## src/rtl/ilv_port_lookup.sv

```systemverilog
module ilv_port_lookup #(
  parameter int ADDR_W    = 52,
  parameter int GRAN_BASE = 8,
  parameter int CODE_W    = 4,
  parameter int PORT_W    = 8
) (
  input  logic              clk,
  input  logic              rst_n,
  input  logic              cfg_we,
  input  logic [1:0]        cfg_sel,
  input  logic [31:0]       cfg_wdata,
  input  logic              lk_req,
  input  logic [ADDR_W-1:0] lk_addr,
  output logic              rsp_valid,
  output logic              rsp_hit,
  output logic [PORT_W-1:0] rsp_port
);
  localparam int NTGT  = 64 / PORT_W;
  localparam int IDX_W = $clog2(NTGT);

  logic              commit_q;
  logic [CODE_W-1:0] ways_q, gran_q;
  logic [63:0]       list_q;

  always_ff @(posedge clk) begin
    if (!rst_n) begin
      commit_q <= 1'b0;
      ways_q   <= '0;
      gran_q   <= '0;
      list_q   <= '0;
    end else if (cfg_we) begin
      case (cfg_sel)
        2'd0: if (!commit_q || !cfg_wdata[0]) begin
          commit_q <= cfg_wdata[0];
          ways_q   <= cfg_wdata[4 +: CODE_W];
          gran_q   <= cfg_wdata[8 +: CODE_W];
        end
        2'd1: list_q[31:0]  <= cfg_wdata;
        2'd2: list_q[63:32] <= cfg_wdata;
        default: ;
      endcase
    end
  end

  logic [ADDR_W-1:0] shifted;
  logic [IDX_W:0]    mask;
  logic [IDX_W-1:0]  idx;
  logic              ways_ok, hit_d;

  assign shifted = lk_addr >> (GRAN_BASE + int'(gran_q));
  assign ways_ok = (int'(ways_q) <= IDX_W);
  assign mask    = ({{IDX_W{1'b0}}, 1'b1} << ways_q[1:0]) - 1'b1;
  assign idx     = shifted[IDX_W-1:0] & mask[IDX_W-1:0];
  assign hit_d   = commit_q && ways_ok;

  always_ff @(posedge clk) begin
    if (!rst_n) begin
      rsp_valid <= 1'b0;
      rsp_hit   <= 1'b0;
      rsp_port  <= '0;
    end else begin
      rsp_valid <= lk_req;
      rsp_hit   <= lk_req && hit_d;
      rsp_port  <= (lk_req && hit_d) ? list_q[idx*PORT_W +: PORT_W] : '0;
    end
  end

  p_valid_follows_req_r2: assert property (@(posedge clk) disable iff (!rst_n)
    lk_req |=> rsp_valid);
  p_no_valid_idle_r2: assert property (@(posedge clk) disable iff (!rst_n)
    !lk_req |=> !rsp_valid);
  p_uncommitted_miss_r3: assert property (@(posedge clk) disable iff (!rst_n)
    (lk_req && !commit_q) |=> !rsp_hit);
  p_bad_ways_miss_r7: assert property (@(posedge clk) disable iff (!rst_n)
    (lk_req && ways_q > 3) |=> !rsp_hit);
  p_locked_ctrl_r8: assert property (@(posedge clk) disable iff (!rst_n)
    (commit_q && cfg_we && cfg_sel == 2'd0 && cfg_wdata[0])
      |=> (commit_q && $stable(ways_q) && $stable(gran_q)));
  p_miss_port_zero_r9: assert property (@(posedge clk) disable iff (!rst_n)
    (rsp_valid && !rsp_hit) |-> rsp_port == '0);
  p_hit_needs_valid_r2: assert property (@(posedge clk) disable iff (!rst_n)
    rsp_hit |-> rsp_valid);
endmodule

```

## config.mk

```make
export PLATFORM = sky130hd
export DESIGN_NAME = ilv_port_lookup
export DESIGN_NICKNAME = d
export VERILOG_FILES = /design/src/rtl/ilv_port_lookup.sv
export SDC_FILE = /design/constraint.sdc
export NUM_CORES = 1
export LEC_CHECK = 0
export ABC_AREA = 1
export BUFFER_PORTS_ARGS = -buffer_cell sky130_fd_sc_hd__buf_2
export CAP_MARGIN = 25
export CORE_MARGIN = 5
export CORE_UTILIZATION = 23
export CTS_BUF_LIST = sky130_fd_sc_hd__clkbuf_8
export DETAILED_ROUTE_END_ITERATION = 10
export PLACE_DENSITY = 0.41
export SYNTH_ARGS = -nofsm -noshare
export SYNTH_HDL_FRONTEND = slang
export SYNTH_SLANG_ARGS = --single-unit
```

## constraint.sdc

```tcl
create_clock -name clk -period 1.7 [get_ports clk]
set_clock_uncertainty 0.2 [all_clocks]
set_input_delay 0.17 -clock clk [delete_from_list [all_inputs] [get_ports clk]]
set_output_delay 0.17 -clock clk [all_outputs]
set_load 0.1 [all_outputs]
```

==> flow_summary.ini, run 1 <==
[outcome]
status = finished with violations
failed_checks = negative setup slack

[route]
drtIter0Drc = 172
wl_per_cell_um = 14.9
drc = 0
drtAntennaViolNets = 0
drtPass1Iterations = 6
wl_mm = 13.8
num_vias = 4155
via_per_inst = 4.50

[die]
die_x_um = 142
die_y_um = 142
io_pins = 100
rows = 48
initial_core_util_pct = 23.3
fp.coreArea_um2 = 17200
dieArea_um2 = 20100

[setup_path]
cp_top_family = simple AND/OR/NAND/NOR gates
crit_type = flip-flop to flip-flop
cp_max_fo = 6
critPathSlowestCell = dfxtp_4
start_kind = flip-flop
path_common_cell = nor2_1
worst-endpoint-arrival_ns = 2.14
path_cells = clkbuf_16 > nor2_1 > nor2_1 > o21ai_1 > nand3_2 > nand3_2 > a21boi_4 > buf_12 > buf_8 > buf_6 > nand3_1 > nand2_1 > nor2_1 > nor2_1
end_kind = flip-flop
worstPathRequired_ns = 1.81
critPathBufInv = 4
critPathMaxStageDelay_ns = 0.41

[logic_synthesis]
seq_area_frac_synth_pct = 41.5
ys_ff_latch = 83
synth_area_um2 = 4000
syn_area_per_cell_um2 = 6.94
synthCells = 576
synth.distinct_cells = 23
synth.yosys.warnings = 0
synth_nets = 666

[global_routing]
grt_pass1_wl_mm = 20.9
overflow = 0
grt_pass1_vias = 3874
grt_max_degree = 74
grt.met1_usage_pct = 18.8
antenna_found_initial = 0
grtUsageMet3_pct = 1.62
track_usage_pct = 13.2
grt_use_met2_pct = 20.7
busiest_layer = met2

[timing]
fin_crit_sh_pct = 119
rsz0062_at_grt = yes
clock.fmax_mhz = 493
tightest_slew_ns = 0.498
setup_tns_ns = -2.45
slew_headroom_pct = 67.0
drv_slew = 0
setup_viol = 8
fin_ws_ns = -0.330
finalHoldViolCount = 0
fin_crit_ns = 2.03

[clocking]
insertion_delay_ns = 0.37
clock-sinks = 83
clk_pin_slew_ns = 0.09
cts_htree_levels = 3
cts_buffer_depth = 2
cts_root_buf = clkbuf_8
cts_buffers = 9
cts_tree = built

[final_layout]
final_layout_size_suffix_gt1_share_pct = 29.8
syn2layout_area_growth_pct = 46.9
final_nets = 784
regArea_um2 = 1670
fill_cells = 1906
fin_util_pct = 34.2
diodes = 0
multiInputGateArea_um2 = 2160

[power_and_ir_drop]
ir_worst_vdd_mv = 0.319
leakagePower_nw = 2.44
p_per_area_nw_per_um2 = 774

[placed_design]
gp_congestion = 0.811
dp_hpwl_mm = 9.22
port_buffers = 65

[job]
maxCapViolations = 0

[min_path]
hp-class = input port to flip-flop
-- metrics by stage --
stage	hold WS, ns	total power, mW	setup slack (ns)	instances	cell area [um^2]
2_1_floorplan	0.0954	2.59	-0.0941	576	4000
3_3_place_gp	0.239	2.86	-0.347	858	4750
3_5_place_dp	0.243	2.86	-0.358	858	4750
4_1_cts	0.105	4.51	-0.338	918	5520
5_1_grt	0.147	4.80	-0.459	924	5880
6_report	0.131	4.55	-0.330	924	5880
-- synth_stat cells (all sizes together) --
cell type / n / share of area, %
nand2: 85 / 8.0
buf: 16 / 2.8
nor2: 41 / 3.9
a31oi: 1 / 0.16
nand4: 25 / 3.9
nor4: 1 / 0.31
inv: 76 / 7.3
a21oi: 69 / 8.6
a21boi: 1 / 0.47
dfxtp: 83 / 42
clkbuf: 23 / 2.2
or2: 1 / 0.16
o21ai: 85 / 11
nand3: 69 / 10
-- cell type report --
| class | instances | share of cell area, % |
|---|---|---|
| Timing Repair inverter | 2 | 0.426 |
| Multi-Input combinational cell | 378 | 36.8 |
| Inverter | 76 | 5.07 |
| Sequential cell | 83 | 28.3 |
| Clock buffer | 9 | 2.11 |
| Timing Repair Buffer | 144 | 21.2 |
| Tap cell | 225 | 4.79 |
| Clock inverter | 7 | 1.26 |
-- path summary, 6_finish.rpt --
| kind | startpoint | end | slack, ns | cells after the start |
|---|---|---|---|---|
| max | gran_q[0] | rsp_port[0] | -0.33 | 14 |
| min | cfg_we | gran_q[0] | 0.13 | 4 |
| max reg2reg | gran_q[0] | rsp_port[0] | -0.33 | 14 |
| min reg2reg | list_q[14] | list_q[14] | 0.25 | 2 |
-- registers in the layout, summed over array words and instances (netlist names) --
| name | flops |
|---|---|
| gran_q | 4 |
| rsp_valid | 1 |
| commit_q | 1 |
| rsp_port | 8 |
| ways_q | 4 |
| list_q | 64 |
| rsp_hit | 1 |
-- what timing repair did --
action | 4_1_cts | 5_1_grt
hold buffers | 34 | 0
cloned | 2 | 7
pin swaps | 10 | 19
buffers inserted | 9 | 1
resized for setup | 25 | 66
endpoints found under the setup margin | 8 | 8
hold endpoints to repair | 74 | 0
-- where the power goes --
part | internal (mW) | switching [mW] | total [mW]
sequential | 2.03 | 0.0331 | 2.07
clock | 0.690 | 0.795 | 1.49
combinational | 0.422 | 0.574 | 0.996
-- kinds of logic after synthesis --
family          count (synthesis)  share of synthesized area [%]
simple gates                  222                           26.3
buf+inv                       115                           12.2
flops                          83                           41.5
compound gates                156                           19.9
-- cell usage in the layout (no fill, tap or decap), types with 2 or more instances in the layout --
cell type	Yosys	routed
a21oi_1	69	69
buf_12	0	10
buf_2	7	65
buf_4	1	22
buf_6	5	6
buf_8	0	3
clkbuf_16	0	4
clkbuf_8	0	9
clkinv_2	0	2
dfxtp_1	83	82
dlygate4sd3_1	0	34
inv_1	73	73
inv_2	2	2
inv_6	0	4
nand2_1	84	59
nand2_2	1	20
nand2_4	0	6
nand3_1	58	28
nand3_2	11	34
nand3_4	0	7
nand4_1	25	25
nor2_1	40	37
nor2_2	1	3
o21ai_0	73	73
o21ai_1	12	10
o21ai_2	0	2
-- layer usage --
layer / part of all wire (%) / vias to the layer above / wire length (um)
li1: - / 2147 / -
met2: 46 / 56 / 6360
met1: 50 / 1939 / 6840
met5: 0 / - / 0
met4: 1.6 / 0 / 216
met3: 2.8 / 13 / 384
-- worst min-delay path, delay by kind of cell --
kind,cells,cell delay [ns]
AO/OA/AOI/OAI,1,0.08
AND/OR/NAND/NOR,1,0.08
buffers and inverters,2,0.31
No activity file was read; power rests on OpenSTA's default activity.
==> run 2: changes to the inputs <==
Settings changed: BUFFER_PORTS_ARGS -buffer_cell sky130_fd_sc_hd__buf_2 to default, DONT_BUFFER_PORTS from default to 1, GPL_ROUTABILITY_DRIVEN from default to 0, PLACE_DENSITY 0.41 to 0.36.
==> run 2 against run 1 <==
Net effect: the run still ends with negative setup slack left; flip-flop and latch count unchanged; highest routed layer unchanged; wire length down 1.6%; sequential share of layout area increased by 2.9 points; power fell by 5.3%; clock power fell by 6%.
==> flow_summary.ini, run 2 (synthesized netlist as in run 1, its figures left out) <==
[outcome]
status = finished with violations
failed_checks = negative setup slack

[timing]
finalHoldViolCount = 0
slew_headroom_pct = 79.6
rsz0062_at_grt = yes
setup_tns_ns = -2.03
drv_slew = 0
clock.fmax_mhz = 499
fin_ws_ns = -0.304
fin_crit_sh_pct = 118
setup_viol = 8
fin_crit_ns = 2.00
whs_ns = 0.0316
tightest_slew_ns = 0.303

[min_path]
hp-class = input port to flip-flop

[global_routing]
overflow = 0
grt_pass1_wl_mm = 21.7
grt_pass1_vias = 3829
track_usage_pct = 13.8
grt_max_degree = 65
antenna_found_initial = 0

[job]
maxCapViolations = 0

[die]
rows = 48
dieArea_um2 = 20100
fp.coreArea_um2 = 17200
die_y_um = 142
initial_core_util_pct = 23.3
die_x_um = 142
io_pins = 100

[clocking]
cts_root_buf = clkbuf_8
clock-sinks = 83
cts_htree_levels = 3
insertion_delay_ns = 0.37
cts_buffers = 9
clk_pin_slew_ns = 0.09
cts_tree = built
cts_buffer_depth = 2

[power_and_ir_drop]
leakagePower_nw = 2.14
power_mw = 4.31
ir_worst_vdd_mv = 0.359
p_per_area_nw_per_um2 = 808

[setup_path]
cp_max_fo = 18
cp_top_family = simple AND/OR/NAND/NOR gates
path_common_cell = nand2_1
critPathBufInv = 4
critPathMaxStageDelay_ns = 0.37
path_cells = buf_12 > inv_12 > nand2_1 > nand2_1 > nand2_1 > nand3_1 > nand3_4 > a21boi_4 > buf_12 > buf_6 > nor2_1 > nor2_1 > nor2_2
crit_type = flip-flop to flip-flop
worstPathRequired_ns = 1.77
worst-endpoint-arrival_ns = 2.07
end_kind = flip-flop
start_kind = flip-flop
critPathSlowestCell = dfxtp_4

[route]
drtPass1Iterations = 4
wl_mm = 13.6
via_per_inst = 4.61
drc = 0
wl_per_cell_um = 15.7
num_vias = 3999
drtAntennaViolNets = 0
drtIter0Drc = 243

[final_layout]
mostFrequentLayoutCells = nand2_1 (82), dfxtp_1 (81), inv_1 (74), o21ai_0 (73), a21oi_1 (69)
reg_top3 = list_q: 64 flops, rsp_port: 8 flops
final_layout_size_suffix_gt1_share_pct = 13.6
diodes = 0
regMostFlops = list_q
fill_cells = 1915
final_nets = 729
syn2layout_area_growth_pct = 33.2
finalInstanceArea_um2 = 5330
final_common_cell = nand2_1
largest_reg_flops = 64

[placed_design]
dp_hpwl_mm = 9.26
port_buffers = 0
dpl_cell_area_um2 = 4430
## run 2: cell types whose count changed in the layout (fill, tap and decap cells not counted), moves of 3 or more
cell,change
nand3_4,-5
nand2_1,+23
buf_6,-3
nand3_2,-19
nand2_4,-6
inv_6,-4
dlygate4sd3_1,+18
nand2_2,-17
buf_8,-3
buf_4,+3
buf_2,-65
nand3_1,+24
## run 2: power breakdown
group          total [mW]  switching [mW]  internal [mW]  leakage (nW)
Sequential           2.07          0.0337           2.03         0.679
Combinational       0.842           0.498          0.344          1.37
Clock                1.40           0.704          0.693        0.0992
Total                4.31            1.24           3.07          2.14
## run 2: path summary, 6_finish.rpt
| path | start | to | slack [ns] | cells past startpoint |
|---|---|---|---|---|
| setup / recovery | gran_q[0] | rsp_port[5] | -0.30 | 13 |
| hold / removal | cfg_sel[1] | gran_q[1] | 0.03 | 4 |
| setup reg to reg | gran_q[0] | rsp_port[5] | -0.30 | 13 |
| hold reg to reg | list_q[8] | list_q[8] | 0.25 | 2 |
## run 2: per-stage QoR
step                      std cells  worst slack (ns)  utilization (%)
after CTS                       867            -0.269             31.0
after detailed placement        796            -0.360             25.8
after global placement          796            -0.360             25.8
final                           867            -0.304             31.0
after global routing            867            -0.421             31.0
after floorplan                 576           -0.0941                -
## run 2: cell type report
class,count,area [um^2],area share [%]
Clock buffer,10,138,2.58
Clock inverter,4,43.8,0.822
Inverter,76,300,5.64
Multi-Input combinational cell,378,1920,36.0
Sequential cell,83,1670,31.3
Tap cell,225,282,5.28
Timing Repair Buffer,91,980,18.4
## run 2: worst register-to-register path, cell delays in order (launching register included)
cell	delay [ns]
dfxtp_4	0.37
buf_12	0.14
inv_12	0.09
nand2_1	0.06
nand2_1	0.05
nand2_1	0.04
nand3_1	0.12
nand3_4	0.11
a21boi_4	0.22
buf_12	0.16
buf_6	0.10
nor2_1	0.03
nor2_1	0.14
nor2_2	0.07
## run 2: repair_timing
action	in CTS	in global routing
hold buffers	54	0
setup buffers	1	0
resized for setup	21	4
cloned	2	1
setup endpoints to repair	8	9
pin swaps	2	5
hold endpoints to repair	75	0
## run 2: layer usage
metal	routed length [um]	up-vias	global-route usage, %
met1	6500	1850	18.5
li1	-	2030	-
met2	6120	100	21.4
met4	225	0	4.44
met3	747	19	3.84
met5	0	-	0
==> run 3: changes to the inputs <==
Settings changed: CELL_PAD_IN_SITES_DETAIL_PLACEMENT from default to 1, CELL_PAD_IN_SITES_GLOBAL_PLACEMENT from default to 2, PLACE_DENSITY 0.36 to 0.58.
==> run 3 against run 2 <==
Net effect: the flow still finishes with violations (negative setup slack); sequential share of layout area up 0.062 points; non-clock buffer count stayed put; combinational power increased by 2%; register-to-register slack got worse by 0.02 ns; worst hold slack hardly changed; largest cell class unchanged.
==> flow_summary.ini, run 3 (synthesized netlist as in run 1, its figures left out) <==
[final_layout]
final_layout_size_suffix_gt1_share_pct = 16.8
mostFrequentLayoutCells = dfxtp_1 (82), inv_1 (75), nand2_1 (74), o21ai_0 (73), a21oi_1 (69)
fin_util_pct = 30.9
regMostFlops = list_q
largest_reg_flops = 64
reg_top3 = list_q: 64 flops, rsp_port: 8 flops
final_common_cell = dfxtp_1
syn2layout_area_growth_pct = 32.7
final_nets = 729
finalNonFillerCells = 871

[power_and_ir_drop]
leakagePower_nw = 2.14
power_mw = 4.23
ir_worst_vdd_mv = 0.307
p_per_area_nw_per_um2 = 797

[setup_path]
start_kind = flip-flop
critPathBufInv = 3
cp_max_fo = 24
critPathMaxStageDelay_ns = 0.34
path_common_cell = nand3_1
cp_top_family = simple AND/OR/NAND/NOR gates
path_cells = buf_12 > inv_16 > nand2_1 > nand3_1 > nand3_1 > nand3_2 > buf_6 > nand4_1 > nand3_1 > nand2_1 > nor2_1 > nor2_2
worstPathRequired_ns = 1.77
critPathSlowestCell = dfxtp_2
crit_type = flip-flop to flip-flop
end_kind = flip-flop
worst-endpoint-arrival_ns = 2.10

[placed_design]
dp.cells = 802
post-place-ws_ns = -0.424
port_buffers = 0
dp_hpwl_mm = 10.2

[clocking]
cts_tree = built
cts_htree_levels = 3
cts_buffers = 9
clock-sinks = 83
cts_buffer_depth = 2
clk_pin_slew_ns = 0.09
insertion_delay_ns = 0.37
cts_root_buf = clkbuf_8

[global_routing]
track_usage_pct = 14.9
overflow = 0
grt_max_degree = 59
antenna_found_initial = 2
grt_pass1_wl_mm = 23.6
grt_pass1_vias = 4281

[timing]
tightest_slew_ns = 0.369
whs_ns = 0.0313
setup_viol = 8
drv_slew = 0
clock.fmax_mhz = 493
finalHoldViolCount = 0
fin_ws_ns = -0.327
slew_headroom_pct = 75.4
fin_crit_ns = 2.03
rsz0062_at_grt = yes
fin_crit_sh_pct = 119

[die]
rows = 48
io_pins = 100
die_x_um = 142
initial_core_util_pct = 23.3
die_y_um = 142
dieArea_um2 = 20100
fp.coreArea_um2 = 17200

[route]
drtIter0Drc = 169
via_per_inst = 4.65
wl_per_cell_um = 16.3
wl_mm = 14.2
drc = 0
drtAntennaViolNets = 0
num_vias = 4050
drtPass1Iterations = 4

[outcome]
status = finished with violations
failed_checks = negative setup slack

[min_path]
hp-class = input port to flip-flop

[job]
maxCapViolations = 0
## run 3: changes by cell type in the layout (fill, tap and decap cells not counted), moves of 3 or more
cell and delta:
buf_12 -3, buf_4 +11, dlygate4sd3_1 -8, nand2_1 -8, nand2_2 +8, nand3_1 -4
nand3_2 +5, nor2_1 -3, nor2_2 +3
## run 3: per-stage QoR
step	TNS (ns)	cell area (um^2)
after CTS	-2.44	5260
after global routing	-3.48	5310
after global placement	-2.56	4450
final	-2.26	5310
after floorplan	-0.735	4000
after detailed placement	-2.76	4450
## run 3: layer usage
layer | global-route usage, % | part of all wire (%) | vias up
met5 | 0 | 0 | -
met4 | 4.80 | 1.3 | 0
met3 | 2.66 | 3.6 | 12
met2 | 23.7 | 46 | 54
met1 | 20.3 | 49 | 1951
li1 | - | - | 2033
## run 3: path summary, 6_finish.rpt
| kind | startpoint | endpoint | slack, ns | cells past startpoint |
|---|---|---|---|---|
| hold / removal | cfg_sel[1] | gran_q[0] | 0.03 | 4 |
| hold reg to reg | list_q[4] | list_q[4] | 0.26 | 2 |
| setup / recovery | gran_q[0] | rsp_port[3] | -0.33 | 12 |
| setup reg to reg | gran_q[0] | rsp_port[3] | -0.33 | 12 |
## run 3: worst reg2reg max path, cell delays in order (launching register included)
cell and delay, ns:
dfxtp_2 0.34, buf_12 0.15, inv_16 0.10, nand2_1 0.07
nand3_1 0.07, nand3_1 0.09, nand3_2 0.12, buf_6 0.23
nand4_1 0.20, nand3_1 0.13, nand2_1 0.06, nor2_1 0.12
nor2_2 0.05
## run 3: final cells by class
cell class / count / area [um^2]
Inverter: 76 / 302
Clock inverter: 6 / 33.8
Tap cell: 225 / 282
Clock buffer: 10 / 138
Fill cell: 2143 / 11900
Sequential cell: 83 / 1660
Timing Repair Buffer: 91 / 928
Antenna cell: 2 / 5.00
Multi-Input combinational cell: 378 / 1960
## run 3: repair_timing
action                     4_1_cts  5_1_grt
resized for setup               22       13
gates cloned                     2        0
hold endpoints to repair        75        0
setup endpoints to repair        8       12
setup buffers                    2        0
hold buffers                    47        0
pin swaps                        4        0
## run 3: power by group
group | total, mW | internal [mW] | switching [mW] | leakage [nW]
clock network | 1.30 | 0.558 | 0.743 | 0.0947
logic | 0.859 | 0.341 | 0.518 | 1.37
registers | 2.07 | 2.04 | 0.0350 | 0.679
total | 4.23 | 2.93 | 1.30 | 2.14
